==> src/rtl/pw_pkg.sv <==
package pw_pkg;
  typedef enum logic [1:0] {
    FLT_NONE     = 2'd0,
    FLT_NONCANON = 2'd1,
    FLT_ABSENT   = 2'd2
  } flt_e;

  typedef enum logic [1:0] {
    ST_IDLE,
    ST_RD,
    ST_WAIT,
    ST_DONE
  } st_e;
endpackage

==> src/rtl/pw_index.sv <==
// Per-level table index selection for both walk modes.
module pw_index #(
  parameter int VPN_W  = 36,
  parameter int IDX_W  = 9,
  parameter int NL64   = 4,
  parameter int NL32   = 3,
  parameter int VA32_W = 32,
  parameter int OFF_W  = 12,
  localparam int LVL_W = $clog2(NL64),
  localparam int TOP_W = VA32_W - OFF_W - (NL32 - 1) * IDX_W
) (
  input  logic [VPN_W-1:0] vpn_i,
  input  logic             mode64_i,
  input  logic [LVL_W-1:0] lvl_i,
  output logic [IDX_W-1:0] idx_o
);
  logic [IDX_W-1:0] idx64 [NL64];
  logic [IDX_W-1:0] idx32 [NL64];

  for (genvar l = 0; l < NL64; l++) begin : g_l64
    assign idx64[l] = vpn_i[(NL64-1-l)*IDX_W +: IDX_W];
  end

  for (genvar l = 0; l < NL64; l++) begin : g_l32
    if (l == 0) begin : g_top
      assign idx32[l] = {{(IDX_W-TOP_W){1'b0}}, vpn_i[VA32_W-OFF_W-1 -: TOP_W]};
    end else if (l < NL32) begin : g_full
      assign idx32[l] = vpn_i[(NL32-1-l)*IDX_W +: IDX_W];
    end else begin : g_none
      assign idx32[l] = '0;
    end
  end

  assign idx_o = mode64_i ? idx64[lvl_i] : idx32[lvl_i];
endmodule

==> src/rtl/pw_canon.sv <==
// Upper address bits must replicate the top translated bit.
module pw_canon #(
  parameter int VA_W  = 64,
  parameter int USE_W = 48
) (
  input  logic [VA_W-1:0] va_i,
  output logic            ok_o
);
  logic [VA_W-USE_W:0] ext;
  logic                unused_lo;
  assign ext       = va_i[VA_W-1:USE_W-1];
  assign unused_lo = ^va_i[USE_W-2:0];
  assign ok_o      = (&ext) | ~(|ext);
endmodule

==> src/rtl/pw_frame.sv <==
// Final physical address formation with mode-dependent width.
module pw_frame #(
  parameter int FRM_W  = 40,
  parameter int OFF_W  = 12,
  parameter int PA_W   = 40,
  parameter int PA32_W = 36
) (
  input  logic [FRM_W-1:0] frm_i,
  input  logic [OFF_W-1:0] off_i,
  input  logic             mode64_i,
  output logic [PA_W-1:0]  pa_o
);
  logic [FRM_W+OFF_W-1:0] full;
  logic                   unused_hi;
  assign full      = {frm_i, off_i};
  assign unused_hi = ^full[FRM_W+OFF_W-1:PA_W];
  assign pa_o      = mode64_i ? full[PA_W-1:0]
                              : {{(PA_W-PA32_W){1'b0}}, full[PA32_W-1:0]};
endmodule

==> src/rtl/page_walker.sv <==
module page_walker
  import pw_pkg::*;
#(
  parameter int VA_W   = 64,
  parameter int ENT_W  = 64,
  parameter int OFF_W  = 12,
  parameter int IDX_W  = 9,
  parameter int NL64   = 4,
  parameter int NL32   = 3,
  parameter int VA32_W = 32,
  parameter int FRM_HI = 51,
  parameter int PA_W   = 40,
  parameter int PA32_W = 36,
  localparam int USE_W = OFF_W + NL64 * IDX_W,
  localparam int FRM_W = FRM_HI - OFF_W + 1,
  localparam int MA_W  = FRM_HI + 1,
  localparam int LVL_W = $clog2(NL64),
  localparam int SH_W  = OFF_W - IDX_W
) (
  input  logic             clk_i,
  input  logic             rst_ni,
  input  logic             req_valid_i,
  output logic             req_ready_o,
  input  logic [VA_W-1:0]  req_vaddr_i,
  input  logic             req_mode_i,
  input  logic [FRM_W-1:0] root_frame_i,
  output logic             mem_req_valid_o,
  input  logic             mem_req_ready_i,
  output logic [MA_W-1:0]  mem_req_addr_o,
  input  logic             mem_rsp_valid_i,
  input  logic [ENT_W-1:0] mem_rsp_data_i,
  output logic             done_o,
  output logic [1:0]       fault_code_o,
  output logic [LVL_W-1:0] fault_lvl_o,
  output logic [PA_W-1:0]  paddr_o
);
  st_e              state_q;
  logic [LVL_W-1:0] lvl_q;
  logic [USE_W-1:0] va_q;
  logic             mode_q;
  logic [FRM_W-1:0] base_q;
  logic [PA_W-1:0]  pa_q;
  flt_e             flt_q;
  logic [LVL_W-1:0] flvl_q;

  logic             canon_ok;
  logic [IDX_W-1:0] idx;
  logic [PA_W-1:0]  pa_new;
  logic [LVL_W-1:0] last_lvl;
  logic             present;
  logic             unused_ent;

  pw_canon #(.VA_W(VA_W), .USE_W(USE_W)) u_canon (
    .va_i (req_vaddr_i),
    .ok_o (canon_ok)
  );

  pw_index #(
    .VPN_W(USE_W-OFF_W), .IDX_W(IDX_W), .NL64(NL64), .NL32(NL32),
    .VA32_W(VA32_W), .OFF_W(OFF_W)
  ) u_index (
    .vpn_i    (va_q[USE_W-1:OFF_W]),
    .mode64_i (mode_q),
    .lvl_i    (lvl_q),
    .idx_o    (idx)
  );

  pw_frame #(.FRM_W(FRM_W), .OFF_W(OFF_W), .PA_W(PA_W), .PA32_W(PA32_W)) u_frame (
    .frm_i    (mem_rsp_data_i[FRM_HI:OFF_W]),
    .off_i    (va_q[OFF_W-1:0]),
    .mode64_i (mode_q),
    .pa_o     (pa_new)
  );

  assign present    = mem_rsp_data_i[0];
  assign unused_ent = ^{mem_rsp_data_i[ENT_W-1:MA_W], mem_rsp_data_i[OFF_W-1:1]};
  assign last_lvl   = mode_q ? LVL_W'(NL64-1) : LVL_W'(NL32-1);

  assign req_ready_o     = (state_q == ST_IDLE);
  assign mem_req_valid_o = (state_q == ST_RD);
  assign mem_req_addr_o  = {base_q, idx, {SH_W{1'b0}}};
  assign done_o          = (state_q == ST_DONE);
  assign fault_code_o    = flt_q;
  assign fault_lvl_o     = flvl_q;
  assign paddr_o         = pa_q;

  always_ff @(posedge clk_i or negedge rst_ni) begin
    if (!rst_ni) begin
      state_q <= ST_IDLE;
      lvl_q   <= '0;
      va_q    <= '0;
      mode_q  <= 1'b0;
      base_q  <= '0;
      pa_q    <= '0;
      flt_q   <= FLT_NONE;
      flvl_q  <= '0;
    end else begin
      unique case (state_q)
        ST_IDLE: if (req_valid_i) begin
          va_q   <= req_vaddr_i[USE_W-1:0];
          mode_q <= req_mode_i;
          base_q <= root_frame_i;
          lvl_q  <= '0;
          if (req_mode_i && !canon_ok) begin
            flt_q   <= FLT_NONCANON;
            flvl_q  <= '0;
            pa_q    <= '0;
            state_q <= ST_DONE;
          end else begin
            state_q <= ST_RD;
          end
        end
        ST_RD: if (mem_req_ready_i) state_q <= ST_WAIT;
        ST_WAIT: if (mem_rsp_valid_i) begin
          if (!present) begin
            flt_q   <= FLT_ABSENT;
            flvl_q  <= lvl_q;
            pa_q    <= '0;
            state_q <= ST_DONE;
          end else if (lvl_q == last_lvl) begin
            flt_q   <= FLT_NONE;
            flvl_q  <= '0;
            pa_q    <= pa_new;
            state_q <= ST_DONE;
          end else begin
            base_q  <= mem_rsp_data_i[FRM_HI:OFF_W];
            lvl_q   <= lvl_q + 1'b1;
            state_q <= ST_RD;
          end
        end
        ST_DONE: state_q <= ST_IDLE;
        default: state_q <= ST_IDLE;
      endcase
    end
  end

  assert_busy_R1: assert property (@(posedge clk_i) disable iff (!rst_ni)
    mem_req_valid_o |-> !req_ready_o);

  assert_noncanon_R5: assert property (@(posedge clk_i) disable iff (!rst_ni)
    (req_valid_i && req_ready_o && req_mode_i &&
     !((&req_vaddr_i[VA_W-1:USE_W-1]) || !(|req_vaddr_i[VA_W-1:USE_W-1])))
    |=> (done_o && fault_code_o == FLT_NONCANON));

  assert_absent_lvl_R6: assert property (@(posedge clk_i) disable iff (!rst_ni)
    (done_o && fault_code_o == FLT_ABSENT) |-> (fault_lvl_o <= last_lvl));

  assert_offset_R7: assert property (@(posedge clk_i) disable iff (!rst_ni)
    (done_o && fault_code_o == FLT_NONE) |-> (paddr_o[OFF_W-1:0] == va_q[OFF_W-1:0]));

  assert_req_hold_R8: assert property (@(posedge clk_i) disable iff (!rst_ni)
    (mem_req_valid_o && !mem_req_ready_i) |=> (mem_req_valid_o && $stable(mem_req_addr_o)));

  assert_done_pulse_R9: assert property (@(posedge clk_i) disable iff (!rst_ni)
    done_o |=> (!done_o && req_ready_o));
endmodule

==> config.mk <==
export PLATFORM = sky130hd
export DESIGN_NAME = page_walker
export DESIGN_NICKNAME = d
export VERILOG_FILES = /design/src/rtl/pw_pkg.sv /design/src/rtl/pw_index.sv /design/src/rtl/pw_canon.sv /design/src/rtl/pw_frame.sv /design/src/rtl/page_walker.sv
export SDC_FILE = /design/constraint.sdc
export NUM_CORES = 1
export LEC_CHECK = 0
export ABC_AREA = 0
export BUFFER_PORTS_ARGS = -buffer_cell sky130_fd_sc_hd__buf_2
export CAP_MARGIN = 20
export CORE_AREA = 2 2 121 123
export CTS_CLUSTER_SIZE = 10
export DETAILED_ROUTE_END_ITERATION = 12
export DIE_AREA = 0 0 123 125
export PLACE_DENSITY = 0.77
export SYNTH_ARGS = -nofsm -noshare
export SYNTH_HDL_FRONTEND = slang
export SYNTH_SLANG_ARGS = --single-unit
==> constraint.sdc <==
create_clock -name clk_i -period 2.75 [get_ports clk_i]
set_input_delay 0.1375 -clock clk_i [delete_from_list [all_inputs] [get_ports clk_i]]
set_output_delay 0.1375 -clock clk_i [all_outputs]
set_load 0.02 [all_outputs]
==> run metrics <==
Yosys top cell by area dfrtp_1; synth cell count leaders 137 x dfrtp_1, 68 x mux2_2, 44 x o21ai_0; post-CTS setup buffer count 0; clk slew on worst S/H paths approximately 0.06 ns; largest net degree at the start of global routing 74; fin util 0.646; GRT Residual Overflow 0; # hold bufs at CTS 55; CTS Buffer Depth 2; Seq/Total Area, Yosys 0.521; WHS 0.0124 ns; DR vias ~5.4k; Power Density ~1200 nW/µm²; DIE WIDTH approximately 120 µm; final worst-path cycle share 0.854; Area contributors post-synth dfrtp_1 52%, mux2_2 12%, mux2_4 8.9%; drt pass-1 iters 5; top cell type's share of synthesized area 0.521; worst reg-to-reg path cell count 6; # nets final about 1.0k; setup TNS 0 ns; global-route wire length before repair between 20000 and 30000 µm; Total GRT Usage 0.238; Place WS about 0.4 ns; Ports roughly 270; Critical R2R Capture paddr_o[20]; static leakage ~4.9 nW; die footprint 15400 µm²; most frequent cell after synthesis dfrtp_1; DRC viols 0; Setup-failing EPs final 0; worst skew pair latency 0.41 ns; DR WL/cell between 15 and 20 µm; Critical Path AT 2.64 ns; Mapped Cells around 540; ant diodes 0; number of synthesized flops with an enable pin 0; detail-routed via count per cell around 5.2; Die Ht about 130 µm; RSZ-0062 raised after global routing no; crit-path max cell delay around 0.45 ns; critical path buffer and inverter count 1; CTS tree done; Yosys reg bits 137; prevailing post-synth register cell dfrtp_1; starting density of the core 0.463; Hold Path Class input port to register; delay-heaviest family, CP compound AO/OA/AOI/OAI gates; H-Tree Depth 4; Worst Path Required 3.04 ns; number of port buffers between 200 and 250; CP Cell Sequence nor2b_1 -> o31a_1 -> a2111oi_4 -> nand3_4 -> buf_12 -> mux2_4; Num CTS Buffers 17; core area around 14000 µm²; Yosys cell types 38; Max-Slew Margin vs Limit 0.544; Final Hold Vio Count 0; share of layout cells above drive strength 1 0.483; Avg Inst Size Synth 12.2 µm²; Max-Cap Viols 0; peak supply drop 0.713 mV; fill count approximately 1.1k; reg-to-reg slack, setup between 0.4 and 0.5 ns; clock sinks roughly 140; crit path launch type register; cts repair resizes 0; ys async rst share 1.00; antenna viol nets, final 0; Worst Hold Launch mem_rsp_data_i[49]; kind of critical path register to register; Worst Max-Slew Pin Slew 0.684 ns; initial antenna violation count 0; drt first-iter violations 172; Hold Path Cell Cnt 3; status finished, final reports clean; Max Fclk roughly 430 MHz; Post-Syn Area around 6600 µm²; RR Startpoint lvl_q[0]; root buf cell clkbuf_16; min cycle time layout 2.35 ns; crit path max fanout 20; Critical Path End Type register; Yosys Warn Count 0; Placer Congestion about 0.78; max-slew violations 0; slowest stage cell, crit path dfrtp_1; clk_skew roughly 0.007 ns; number of global-route vias before repair between 5k and 6k; Endpoint, Worst Hold base_q[37]; post-DP HPWL between 10000 and 15000 µm; wirelength, routed 17900 µm; Row Count 44; P&R area growth vs syn 39.5%; worst setup margin approximately 0.40 ns
-- sequential cells by signal, indices dropped and copies added (netlist names) --
| register | cells |
|---|---|
| paddr_o | 40 |
| state_q | 2 |
| base_q | 40 |
| lvl_q | 2 |
| fault_code_o | 2 |
| fault_lvl_o | 2 |
| va_q | 48 |
| mode_q | 1 |
-- per-layer routing --
| layer | track usage | part of all wire | up-vias | wire length (µm) |
|---|---|---|---|---|
| met4 | 0.0849 | 0.018 | 0 | 316 |
| li1 | - | - | 2537 | - |
| met3 | 0.0776 | 0.077 | 29 | 1380 |
| met1 | 0.279 | 0.40 | 2629 | 7170 |
| met5 | 0 | 0 | - | 0 |
| met2 | 0.405 | 0.51 | 214 | 9060 |
-- power breakdown --
part,switching [mW],total (mW),internal (mW)
registers,0.526,3.48,2.95
logic,2.82,5.07,2.25
clock network,0.855,2.27,1.41
-- worst min-delay path: cells and delay by family --
family	cells	cell delay [ns]
muxes	1	0.05
AOI/OAI and AO/OA	1	0.12
buffers and inverters	1	0.07
-- metrics by stage --
step	cell area, µm²	instances	power, mW
final	9170	1031	10.8
after global routing	9170	1031	11.5
after CTS	9170	1031	10.8
after detailed placement	8040	945	8.46
after global placement	8040	945	8.33
after floorplan	6580	540	6.90
-- cells in the final DEF, fill, tap and decap left out, types with 13 or more instances in the layout --
cell	Yosys	layout
a221oi_1	13	13
mux2i_1	39	39
mux2_2	68	68
dfrtp_1	137	137
dlygate4sd3_1	0	55
and3_1	41	41
buf_4	3	15
buf_2	1	245
clkbuf_16	0	17
nor2_1	21	20
nand2_1	43	43
mux2_4	39	39
o21ai_0	44	44
-- cell type report --
cell class	instances	area [µm²]	share of cell area
Tap cell	184	230	0.0251
Inverter	5	18.8	0.00205
Timing Repair Buffer	320	1980	0.216
Clock buffer	18	429	0.0468
Sequential cell	137	3430	0.374
Multi-Input combinational cell	354	2930	0.320
Clock inverter	13	154	0.0168
-- cells by family after synthesis --
| logic type | share of synthesized area |
|---|---|
| other cells | 0.000570 |
| compound gates | 0.0774 |
| simple gates | 0.0989 |
| flops | 0.521 |
| mux | 0.265 |
| buf+inv | 0.0369 |
-- worst max path at each step --
stage                     depth (start not counted)  startpoint  slack [ns]           endpoint
after detailed placement                          6    lvl_q[0]        0.40        paddr_o[19]
final                                             6    lvl_q[0]        0.40        paddr_o[20]
after floorplan                                   8    lvl_q[0]        0.51         paddr_o[0]
after CTS                                         6    lvl_q[0]        0.39        paddr_o[20]
after global routing                              5    lvl_q[0]        0.20  mem_req_addr_o[6]
after global placement                            6    lvl_q[0]        0.44        paddr_o[16]
Note: power is estimated with default switching activity, not from simulation.
